===== config.mk =====
export PLATFORM = sky130hd
export DESIGN_NAME = uart_fifo_ctl
export DESIGN_NICKNAME = d
export VERILOG_FILES = /design/src/rtl/uart_fifo_ctl_pkg.sv /design/src/rtl/ufc_cfg_reg.sv /design/src/rtl/ufc_fifo.sv /design/src/rtl/ufc_dma_req.sv /design/src/rtl/uart_fifo_ctl.sv
export SDC_FILE = /design/constraint.sdc
export NUM_CORES = 1
export LEC_CHECK = 0
export ABC_AREA = 1
export BUFFER_PORTS_ARGS = -buffer_cell sky130_fd_sc_hd__buf_4
export CORE_MARGIN = 2
export CORE_UTILIZATION = 60
export CTS_CLUSTER_SIZE = 8
export DETAILED_ROUTE_END_ITERATION = 7
export GPL_ROUTABILITY_DRIVEN = 0
export PLACE_DENSITY = 0.78
export REMOVE_ABC_BUFFERS = 1
export SLEW_MARGIN = 10
export SYNTH_ARGS = -nofsm -noshare
export SYNTH_HDL_FRONTEND = slang
export SYNTH_SLANG_ARGS = --single-unit

===== constraint.sdc =====
create_clock -name clk -period 5.8 [get_ports clk]
set_clock_uncertainty 0.05 [all_clocks]
set_input_delay 0.29 -clock clk [delete_from_list [all_inputs] [get_ports clk]]
set_output_delay 0.29 -clock clk [all_outputs]
set_load 0.01 [all_outputs]

===== src/rtl/uart_fifo_ctl_pkg.sv =====
// Shared types and helpers for the UART queue control block.
package uart_fifo_ctl_pkg;

    // Receive threshold codes, as written to control bits [7:6].
    typedef enum logic [1:0] {
        TRIG_ONE       = 2'b00,
        TRIG_QUARTER   = 2'b01,
        TRIG_HALF      = 2'b10,
        TRIG_NEAR_FULL = 2'b11
    } trig_sel_e;

    // Retained part of the control register.
    typedef struct packed {
        trig_sel_e trig;
        logic      burst_dma;
        logic      fifo_on;
    } ctl_cfg_t;

    // Occupancy at which the receive threshold is reached.
    function automatic int unsigned trig_count(trig_sel_e t, logic fifo_on, int unsigned depth);
        if (!fifo_on) return 1;
        case (t)
            TRIG_QUARTER:   return depth / 4;
            TRIG_HALF:      return depth / 2;
            TRIG_NEAR_FULL: return depth - 2;
            default:        return 1;
        endcase
    endfunction

endpackage


===== src/rtl/ufc_cfg_reg.sv =====
// Control register: keeps the threshold, DMA style and queue enable, and
// turns flush bits and enable changes into one-cycle clear pulses. It also
// runs the post-flush busy window.
// Assumes: writes are single-cycle strobes; bits [5:4] carry nothing.
module ufc_cfg_reg
    import uart_fifo_ctl_pkg::*;
#(
    parameter int unsigned BUSY_CYC = 8
) (
    input  logic     clk,
    input  logic     rst_n,
    input  logic     cfg_we,
    input  logic [7:0] cfg_wdata,
    output ctl_cfg_t cfg,
    output logic     tx_clr,
    output logic     rx_clr,
    output logic     busy
);
    localparam int unsigned BW = $clog2(BUSY_CYC + 1);

    logic          en_flip;
    logic [BW-1:0] busy_cnt;
    logic [1:0]    unused_bits;

    assign unused_bits = cfg_wdata[5:4];

    // Clear pulses: explicit flush bit, or a change of the enable bit.
    always_comb begin
        en_flip = cfg_we && (cfg_wdata[0] != cfg.fifo_on);
        tx_clr  = (cfg_we && cfg_wdata[2]) || en_flip;
        rx_clr  = (cfg_we && cfg_wdata[1]) || en_flip;
    end

    // Retained control fields.
    always_ff @(posedge clk) begin
        if (!rst_n) begin
            cfg <= '{trig: TRIG_ONE, burst_dma: 1'b0, fifo_on: 1'b0};
        end else if (cfg_we) begin
            cfg.trig      <= trig_sel_e'(cfg_wdata[7:6]);
            cfg.burst_dma <= cfg_wdata[3];
            cfg.fifo_on   <= cfg_wdata[0];
        end
    end

    // Busy window: reload on any flush, count down to zero.
    always_ff @(posedge clk) begin
        if (!rst_n) begin
            busy_cnt <= '0;
        end else if (tx_clr || rx_clr) begin
            busy_cnt <= BW'(BUSY_CYC);
        end else if (busy_cnt != '0) begin
            busy_cnt <= busy_cnt - 1'b1;
        end
    end

    assign busy = (busy_cnt != '0);

endmodule


===== src/rtl/ufc_fifo.sv =====
// Circular character queue with a run-time capacity limit (DEPTH or 1),
// head shown on rdata, and a synchronous clear that wins over push and pop.
// Assumes: DEPTH >= 4; pushes to a full queue and pops of an empty one
// are dropped.
module ufc_fifo #(
    parameter int unsigned DEPTH = 16,
    parameter int unsigned DW    = 8,
    localparam int unsigned AW   = $clog2(DEPTH),
    localparam int unsigned LW   = $clog2(DEPTH + 1)
) (
    input  logic          clk,
    input  logic          rst_n,
    input  logic          clr,
    input  logic [LW-1:0] cap,
    input  logic          push,
    input  logic [DW-1:0] wdata,
    input  logic          pop,
    output logic [DW-1:0] rdata,
    output logic [LW-1:0] level,
    output logic          full,
    output logic          empty
);
    logic [DW-1:0] mem [DEPTH];
    logic [AW-1:0] wr_ptr, rd_ptr;
    logic          push_ok, pop_ok;

    // Accept conditions against the current capacity.
    always_comb begin
        full    = (level >= cap);
        empty   = (level == '0);
        push_ok = push && !full;
        pop_ok  = pop && !empty;
    end

    // Pointer step with wrap at DEPTH.
    function automatic logic [AW-1:0] bump(logic [AW-1:0] p);
        return (p == AW'(DEPTH - 1)) ? '0 : p + 1'b1;
    endfunction

    // Pointers and occupancy.
    always_ff @(posedge clk) begin
        if (!rst_n || clr) begin
            wr_ptr <= '0;
            rd_ptr <= '0;
            level  <= '0;
        end else begin
            if (push_ok) wr_ptr <= bump(wr_ptr);
            if (pop_ok)  rd_ptr <= bump(rd_ptr);
            case ({push_ok, pop_ok})
                2'b10:   level <= level + 1'b1;
                2'b01:   level <= level - 1'b1;
                default: level <= level;
            endcase
        end
    end

    // Storage write.
    always_ff @(posedge clk) begin
        if (push_ok && !clr) mem[wr_ptr] <= wdata;
    end

    assign rdata = mem[rd_ptr];

endmodule


===== src/rtl/ufc_dma_req.sv =====
// DMA request generation for both directions in single-transfer and burst
// styles. Burst style keeps a latch per direction between the start and
// stop conditions.
// Assumes: flags come straight from the queues in the same cycle.
module ufc_dma_req (
    input  logic clk,
    input  logic rst_n,
    input  logic burst_mode,
    input  logic tx_empty,
    input  logic tx_full,
    input  logic rx_empty,
    input  logic rx_clr,
    input  logic rx_at_trig,
    input  logic rx_timeout,
    output logic tx_req_n,
    output logic rx_req_n
);
    logic tx_hold, rx_hold;
    logic rx_start;

    assign rx_start = rx_at_trig || rx_timeout;

    // Transmit burst latch: set on empty, cleared on full.
    always_ff @(posedge clk) begin
        if (!rst_n)        tx_hold <= 1'b1;
        else if (tx_empty) tx_hold <= 1'b1;
        else if (tx_full)  tx_hold <= 1'b0;
    end

    // Receive burst latch: set at threshold or timeout, cleared on empty.
    always_ff @(posedge clk) begin
        if (!rst_n || rx_clr || rx_empty) rx_hold <= 1'b0;
        else if (rx_start)                rx_hold <= 1'b1;
    end

    // Request outputs for the selected style.
    always_comb begin
        if (burst_mode) begin
            tx_req_n = !((tx_empty || tx_hold) && !tx_full);
            rx_req_n = !(!rx_empty && (rx_hold || rx_start));
        end else begin
            tx_req_n = !tx_empty;
            rx_req_n = rx_empty;
        end
    end

endmodule


===== src/rtl/uart_fifo_ctl.sv =====
// Top of the UART queue control block: control register, two queues,
// receive threshold detection, flow control and DMA requests.
// Assumes: DEPTH is a power of two, at least 4; synchronous active-low reset.
module uart_fifo_ctl
    import uart_fifo_ctl_pkg::*;
#(
    parameter int unsigned DEPTH    = 16,
    parameter int unsigned DW       = 8,
    parameter int unsigned BUSY_CYC = 8,
    localparam int unsigned LW      = $clog2(DEPTH + 1)
) (
    input  logic          clk,
    input  logic          rst_n,
    input  logic          cfg_we,
    input  logic [7:0]    cfg_wdata,
    input  logic          afc_en,
    input  logic          rx_timeout,
    input  logic          tx_push,
    input  logic [DW-1:0] tx_wdata,
    input  logic          tx_pop,
    output logic [DW-1:0] tx_rdata,
    output logic [LW-1:0] tx_level,
    output logic          tx_full,
    output logic          tx_empty,
    input  logic          rx_push,
    input  logic [DW-1:0] rx_wdata,
    input  logic          rx_pop,
    output logic [DW-1:0] rx_rdata,
    output logic [LW-1:0] rx_level,
    output logic          rx_full,
    output logic          rx_empty,
    output logic          rx_avail,
    output logic          rts_n,
    output logic          dma_tx_req_n,
    output logic          dma_rx_req_n,
    output logic          busy
);
    ctl_cfg_t      cfg;
    logic          tx_clr, rx_clr;
    logic [LW-1:0] cap, thr;
    logic          at_trig;

    ufc_cfg_reg #(.BUSY_CYC(BUSY_CYC)) u_cfg (
        .clk(clk), .rst_n(rst_n), .cfg_we(cfg_we), .cfg_wdata(cfg_wdata),
        .cfg(cfg), .tx_clr(tx_clr), .rx_clr(rx_clr), .busy(busy)
    );

    // Capacity and threshold from the retained settings.
    always_comb begin
        cap     = cfg.fifo_on ? LW'(DEPTH) : LW'(1);
        thr     = LW'(trig_count(cfg.trig, cfg.fifo_on, DEPTH));
        at_trig = (rx_level >= thr);
    end

    ufc_fifo #(.DEPTH(DEPTH), .DW(DW)) u_txq (
        .clk(clk), .rst_n(rst_n), .clr(tx_clr), .cap(cap),
        .push(tx_push), .wdata(tx_wdata), .pop(tx_pop), .rdata(tx_rdata),
        .level(tx_level), .full(tx_full), .empty(tx_empty)
    );

    ufc_fifo #(.DEPTH(DEPTH), .DW(DW)) u_rxq (
        .clk(clk), .rst_n(rst_n), .clr(rx_clr), .cap(cap),
        .push(rx_push), .wdata(rx_wdata), .pop(rx_pop), .rdata(rx_rdata),
        .level(rx_level), .full(rx_full), .empty(rx_empty)
    );

    ufc_dma_req u_dma (
        .clk(clk), .rst_n(rst_n), .burst_mode(cfg.burst_dma),
        .tx_empty(tx_empty), .tx_full(tx_full), .rx_empty(rx_empty),
        .rx_clr(rx_clr), .rx_at_trig(at_trig), .rx_timeout(rx_timeout),
        .tx_req_n(dma_tx_req_n), .rx_req_n(dma_rx_req_n)
    );

    // Interrupt condition and flow control follow the threshold.
    assign rx_avail = at_trig;
    assign rts_n    = afc_en && at_trig;

endmodule


**Yosys cells after proc, flatten, opt, wreduce, memory -nomap -nowiden**

Memories as Yosys holds them, arrays and structs flattened. A register that Yosys moved wholly into a read port is not among the register bits.
Cells that the tools add are included.

- RAM bits: 256
- Input port bits: 33
- Logic and storage cells: 99
- Memories kept: 2
- Output and inout bits: 35
- Register bits: 36

- Bitwise logic cells: 1
- Magnitude comparators: 3
- Add/subtract/negate cells: 9
- Reductions and logical operators: 38
- Muxes and demuxes: 21
- Equal/unequal tests: 12

Memory list:

| name | depth | bits a word | rd ports | clocked after Yosys merged registers in | wr ports | line | source |
|---|---|---|---|---|---|---|---|
| u_rxq.mem | 16 | 8 | 1 | 1 | 1 | ufc_fifo.sv:23 | `logic [DW-1:0] mem [DEPTH];` |
| u_txq.mem | 16 | 8 | 1 | 1 | 1 | ufc_fifo.sv:23 |  |

Operators by type and width:

| kind | number |
|---|---|
| two-way mux 4 bit | 10 |
| one-hot mux 5 bit (2 select lines) | 2 |
| adder 4 x 1 -> 4 bit (second input constant) | 4 |
| == test 4 bit (second input constant) | 4 |
| greater-or-equal comparator 5 bit | 3 |
| logical AND 1 bit | 12 |
| one-hot mux 4 bit (3 select lines) | 1 |
| adder 5 x 1 -> 5 bit (second input constant) | 2 |
| logical NOT 5 bit | 2 |
| two-way mux 5 bit | 2 |
| subtractor 5 x 1 -> 5 bit (second input constant) | 2 |
| logical NOT 1 bit | 9 |
| logical OR 1 bit | 9 |
| == test 2 bit (second input constant) | 4 |
| == test 2 x 1 -> 1 bit (second input constant) | 3 |
| two-way mux 1 bit | 6 |
| nonzero test 2 bit | 3 |
| nonzero test 4 bit | 1 |
| OR reduction 2 bit | 2 |
| subtractor 4 x 1 -> 4 bit (second input constant) | 1 |
| inequality test 1 bit | 1 |
| inverter 1 bit | 1 |

**Depth between registers and ports, before layout**

- Depth in word-level cells: 9
- Depth in mapped cells: 16
- Depth with buffers taken out: 16

**Cells and area by module**

Synthesis repeated with hierarchy kept, for this count alone.

- Cell total of the unflattened synthesis: 1255
- Area total of the unflattened synthesis: 13526.7 um^2

By module, submodules not included:

| module | times used | cells each | area each (um^2) | sequential area each (um^2) |
|---|---|---|---|---|
| ufc_fifo at u_txq | 1 | 572 | 6433.7 | 4184.0 |
| ufc_fifo at u_rxq | 1 | 572 | 6393.6 | 4184.0 |
| ufc_cfg_reg | 1 | 62 | 427.9 | 160.2 |
| uart_fifo_ctl | 1 | 27 | 150.1 | 0.0 |
| ufc_dma_req | 1 | 22 | 121.4 | 40.0 |

**Worst setup path before layout**

OpenSTA, ideal clock, no wires.

- Path type: register -> register
- Start point: reg u_rxq.level[0]
- End point: reg u_rxq.level[3]
- Arrival time: 2254 ps
- Setup time: 110 ps
- Period minus slack after synthesis: 2414 ps
- Setup slack: 3386 ps
- Buffers on the path: 0
- Data required time: 5640 ps
- Cell stages (with the launch flop): 14
- Cell sequence: dfxtp_1 -> inv_1 -> ha_1 -> nor2_1 -> nand3_1 -> nand2_2 -> nand3_4 -> ha_1 -> ha_1 -> a21oi_1 -> a21o_1 -> nand3_1 -> nand3_1 -> inv_1

- Cells in the longest elaborated chain, start to end: 5
- Elaborated cells on any way between the ends: 12
- Classes of those cells: add/sub (2); order compare (1); eq/ne (2); mux (1); reduce/logical (6)

Ends and longest elaborated chain:

| element | line | source |
|---|---|---|
| from (decl) | ufc_fifo.sv:19 | `output logic [LW-1:0] level,` |
| from (signal assigned) | ufc_fifo.sv:50 | `2'b10: level <= level + 1'b1;` |
| from (signal assigned) | ufc_fifo.sv:51 | `2'b01: level <= level - 1'b1;` |
| from (signal assigned) | ufc_fifo.sv:52 | `default: level <= level;` |
| greater-or-equal comparator 5 bit / logical NOT 5 bit (equally long branches) | ufc_fifo.sv:29, ufc_fifo.sv:30 |  |
| logical NOT 1 bit (on tied branches) | ufc_fifo.sv:31, ufc_fifo.sv:32 |  |
| logical AND 1 bit (on tied branches) | ufc_fifo.sv:31, ufc_fifo.sv:32 |  |
| == test 2 x 1 -> 1 bit / == test 2 bit (equally long branches) | ufc_fifo.sv:49 | `case ({push_ok, pop_ok})` |
| one-hot mux 5 bit (2 select lines) / nonzero test 2 bit (equally long branches) | -- |  |

Several ways; a longest one is shown, not always the timed one.
A chain may end at the register's enable or synchronous reset.

==> out/results.tsv <==
stage	metric	value	unit
run_status	status	finished clean	
worst_setup_path	arrival time worst endpoint	2.67	ns
floorplanning	Starting Density	0.608	
worst_setup_path	Critical Path Most Common Cell	nand3_1	
worst_hold_path	Hold Startpoint	cfg_wdata[0]	
cts	TritonCTS Buffers	43	
worst_setup_path	Worst path max stage delay	1.08	ns
worst_setup_path	Setup CP Type	flip-flop to output port	
yosys	synthesized instance count	1210	
yosys	Yosys warnings	0	
cells_and_area	commonest non-fill, non-tap cell in the layout	edfxtp_1	
worst_setup_path	Reg2Reg Depth	9	
cells_and_area	multi-input logic area	3620	sq um
drt	DR iter-0 viols	719	
drt	routed len/inst	17.8	um
worst_setup_path	flop2flop setup slack	2.99	ns
cts	CTS max path bufs	3	
sta	Max Fclk	332	MHz
cells_and_area	register area	8580	sq um
drt	Routed Antenna Nets	0	
yosys	synthesized area	13200	sq um
sta	RSZ-0062 raised after global routing	false	
placed_design	DP HPWL	16700	um
global_routing	GRT Total Usage	0.240	
cells_and_area	number of fill cells	1486	
sta	crit share post-route	0.520	
sta	count of final setup violators	0	
worst_hold_path	Min-Delay Endpoint	u_cfg.cfg[0]	
global_routing	pin count of the biggest net entering global routing	129	
yosys	Netlist cell types	34	
worst_setup_path	FF-to-FF Start	u_txq.level[0]	
floorplanning	row cnt	54	
sta	final hold viol count	0	
drt	iteration count of the initial detailed-routing pass	5	
worst_hold_path	Hold Path Class	input pin to flip-flop	
global_routing	grt ovf	0	
cts	clock latency on the worst-skew pair	0.53	ns
floorplanning	Horiz. Die Dim	152	um
cells_and_area	Total Nets Final	1335	
worst_setup_path	Startpoint Class	flip-flop	
yosys	synthesized flop and latch total	300	
worst_setup_path	crit-path cells	a21oi_1, o21ai_0, nand3_1, nand3_1, nand2_1, buf_4	
cts	H-Tree Level Count	2	
drt	DRC errors left	0	
cts	CTS tree	yes	
power	total power divided by cell area	358	nW/um^2
worst_setup_path	Crit-path slowest cell	dfxtp_4	
power	maximum VDD drop	0.000280	V
drt	total number of vias	8951	
worst_setup_path	crit end category	output port	
cells_and_area	# diodes	0	
power	Static Leak	5.58	nW
floorplanning	Die ar.	23200	sq um
cts	root buffer cell	clkbuf_16	
cts	clk slew on worst S/H paths	0.05	ns
cells_and_area	Syn-to-layout area delta	13.6	%
floorplanning	Die Y-Extent	152	um
worst_setup_path	reg2reg end	u_txq.mem[9][7]	
cells_and_area	most frequent cells in the layout	256 x edfxtp_1, 185 x inv_1, 170 x nand2_1	
flow_run	Max-Cap Viols	0	
sta	min Tclk post-route	3.01	ns
global_routing	first-pass GRT wire length	44500	um
yosys	post-synthesis sequential area ratio	0.650	
worst_setup_path	Max FO, Critical Path	128	
yosys	Avg Synthesized Cell Area	10.9	sq um
cells_and_area	share of layout cells above drive strength 1	0.110	
sta	hold_ws	0.0120	ns
global_routing	antenna violations before repair	0	
global_routing	number of global-route vias before repair	8716	
placed_design	port buffer count	65	
sta	max-slew violation count	0	
worst_setup_path	CP required	5.46	ns
floorplanning	CORE AREA	21700	sq um
sta	relative slew slack	0.214	
power	total chip power	5.37	mW
sta	setup TNS	0	ns
cts	clock sinks	300	
cts	Setup Fix Bufs, Post-CTS	0	
drt	Vias per Instance	5.70	
worst_hold_path	hold depth	3	
drt	Routed WL	27900	um
floorplanning	I/O pins	68	
sta	Worst-Margin Slew	1.18	ns
-- worst max-delay path: cells and delay by family (launching register included) --
kind                   cells  cell delay, ns
DFF                        1            1.08
AOI/OAI and AO/OA          2            0.48
and+or+nand+nor            3            0.34
buffers and inverters      1            0.15
-- registers in the layout (all words and copies together) (netlist names), 4 cells and up, named ones only --
signal and flops:
u_cfg.busy_cnt 4, u_cfg.cfg 4, u_rxq.level 5, u_rxq.mem 128, u_rxq.rd_ptr 4, u_rxq.wr_ptr 4
u_txq.level 5, u_txq.mem 128, u_txq.rd_ptr 4, u_txq.wr_ptr 4
-- through the flow --
step / util / cells / cell area, sq um / setup WS (ns)
final: 0.691 / 1571 / 15000 / 2.79
after global routing: 0.691 / 1571 / 15000 / 2.62
after global placement: 0.634 / 1503 / 13700 / 3.13
after floorplan: - / 1157 / 12900 / 2.69
after detailed placement: 0.634 / 1503 / 13700 / 3.02
after CTS: 0.691 / 1571 / 15000 / 2.84
-- worst max path at each step --
stage	start	to
2_1_floorplan	flip-flop	rx_rdata[0]
3_3_place_gp	u_cfg.cfg[0]	u_txq.mem[9][5]
3_5_place_dp	u_cfg.cfg[0]	u_txq.mem[9][0]
4_1_cts	flip-flop	rx_rdata[2]
5_1_grt	flip-flop	rx_rdata[2]
6_report	flip-flop	rx_rdata[2]
-- routing by layer --
metal / vias up / GRT usage / share of wire
li1: 4288 / - / -
met1: 4301 / 0.320 / 0.41
met2: 315 / 0.409 / 0.50
met3: 47 / 0.0401 / 0.063
met4: 0 / 0.0757 / 0.021
met5: - / 0 / 0
-- power by group --
part / internal (mW) / switching, mW
clock network: 1.37 / 0.861
logic: 0.263 / 0.394
registers: 2.39 / 0.0989
-- area by class of cell --
cell class                      count  share of cell area
Clock buffer                       60              0.0767
Tap cell                          280              0.0234
Timing Repair Buffer               70              0.0357
Inverter                          187              0.0470
Clock inverter                      4             0.00351
Multi-Input combinational cell    670               0.241
Sequential cell                   300               0.572
-- timing repair --
action,4_1_cts,5_1_grt
setup endpoints to repair,0,0
hold buffers,4,0
gates resized for setup,0,0
hold endpoints to repair,4,0
-- synthesized netlist by cell type, drive strengths merged --
| cell type | instances | area share |
|---|---|---|
| edfxtp | 256 | 0.58 |
| xnor2 | 5 | 0.0033 |
| nand2 | 176 | 0.052 |
| inv | 187 | 0.053 |
| nand3b | 1 | 0.00057 |
| buf | 41 | 0.019 |
| nor3 | 3 | 0.0011 |
| a21o | 1 | 0.00057 |
| o211ai | 64 | 0.036 |
| nand4 | 12 | 0.0057 |
| nand3 | 125 | 0.049 |
| fa | 2 | 0.0030 |
| clkbuf | 12 | 0.0034 |
| and2 | 1 | 0.00047 |
| or2 | 2 | 0.00095 |
| o21ai | 76 | 0.029 |
| ha | 28 | 0.027 |
| nor2 | 73 | 0.022 |
| a21oi | 95 | 0.039 |
| xor2 | 5 | 0.0033 |
| dfxtp | 44 | 0.067 |
| mux2i | 1 | 0.00076 |
-- cell families after synthesis --
group,synth area share
simple gates,0.133
flops,0.650
buf+inv,0.0763
compound gates,0.104
fa+ha+maj,0.0296
xor+xnor,0.00664
mux,0.000759
No activity file was read; power rests on OpenSTA's default activity.
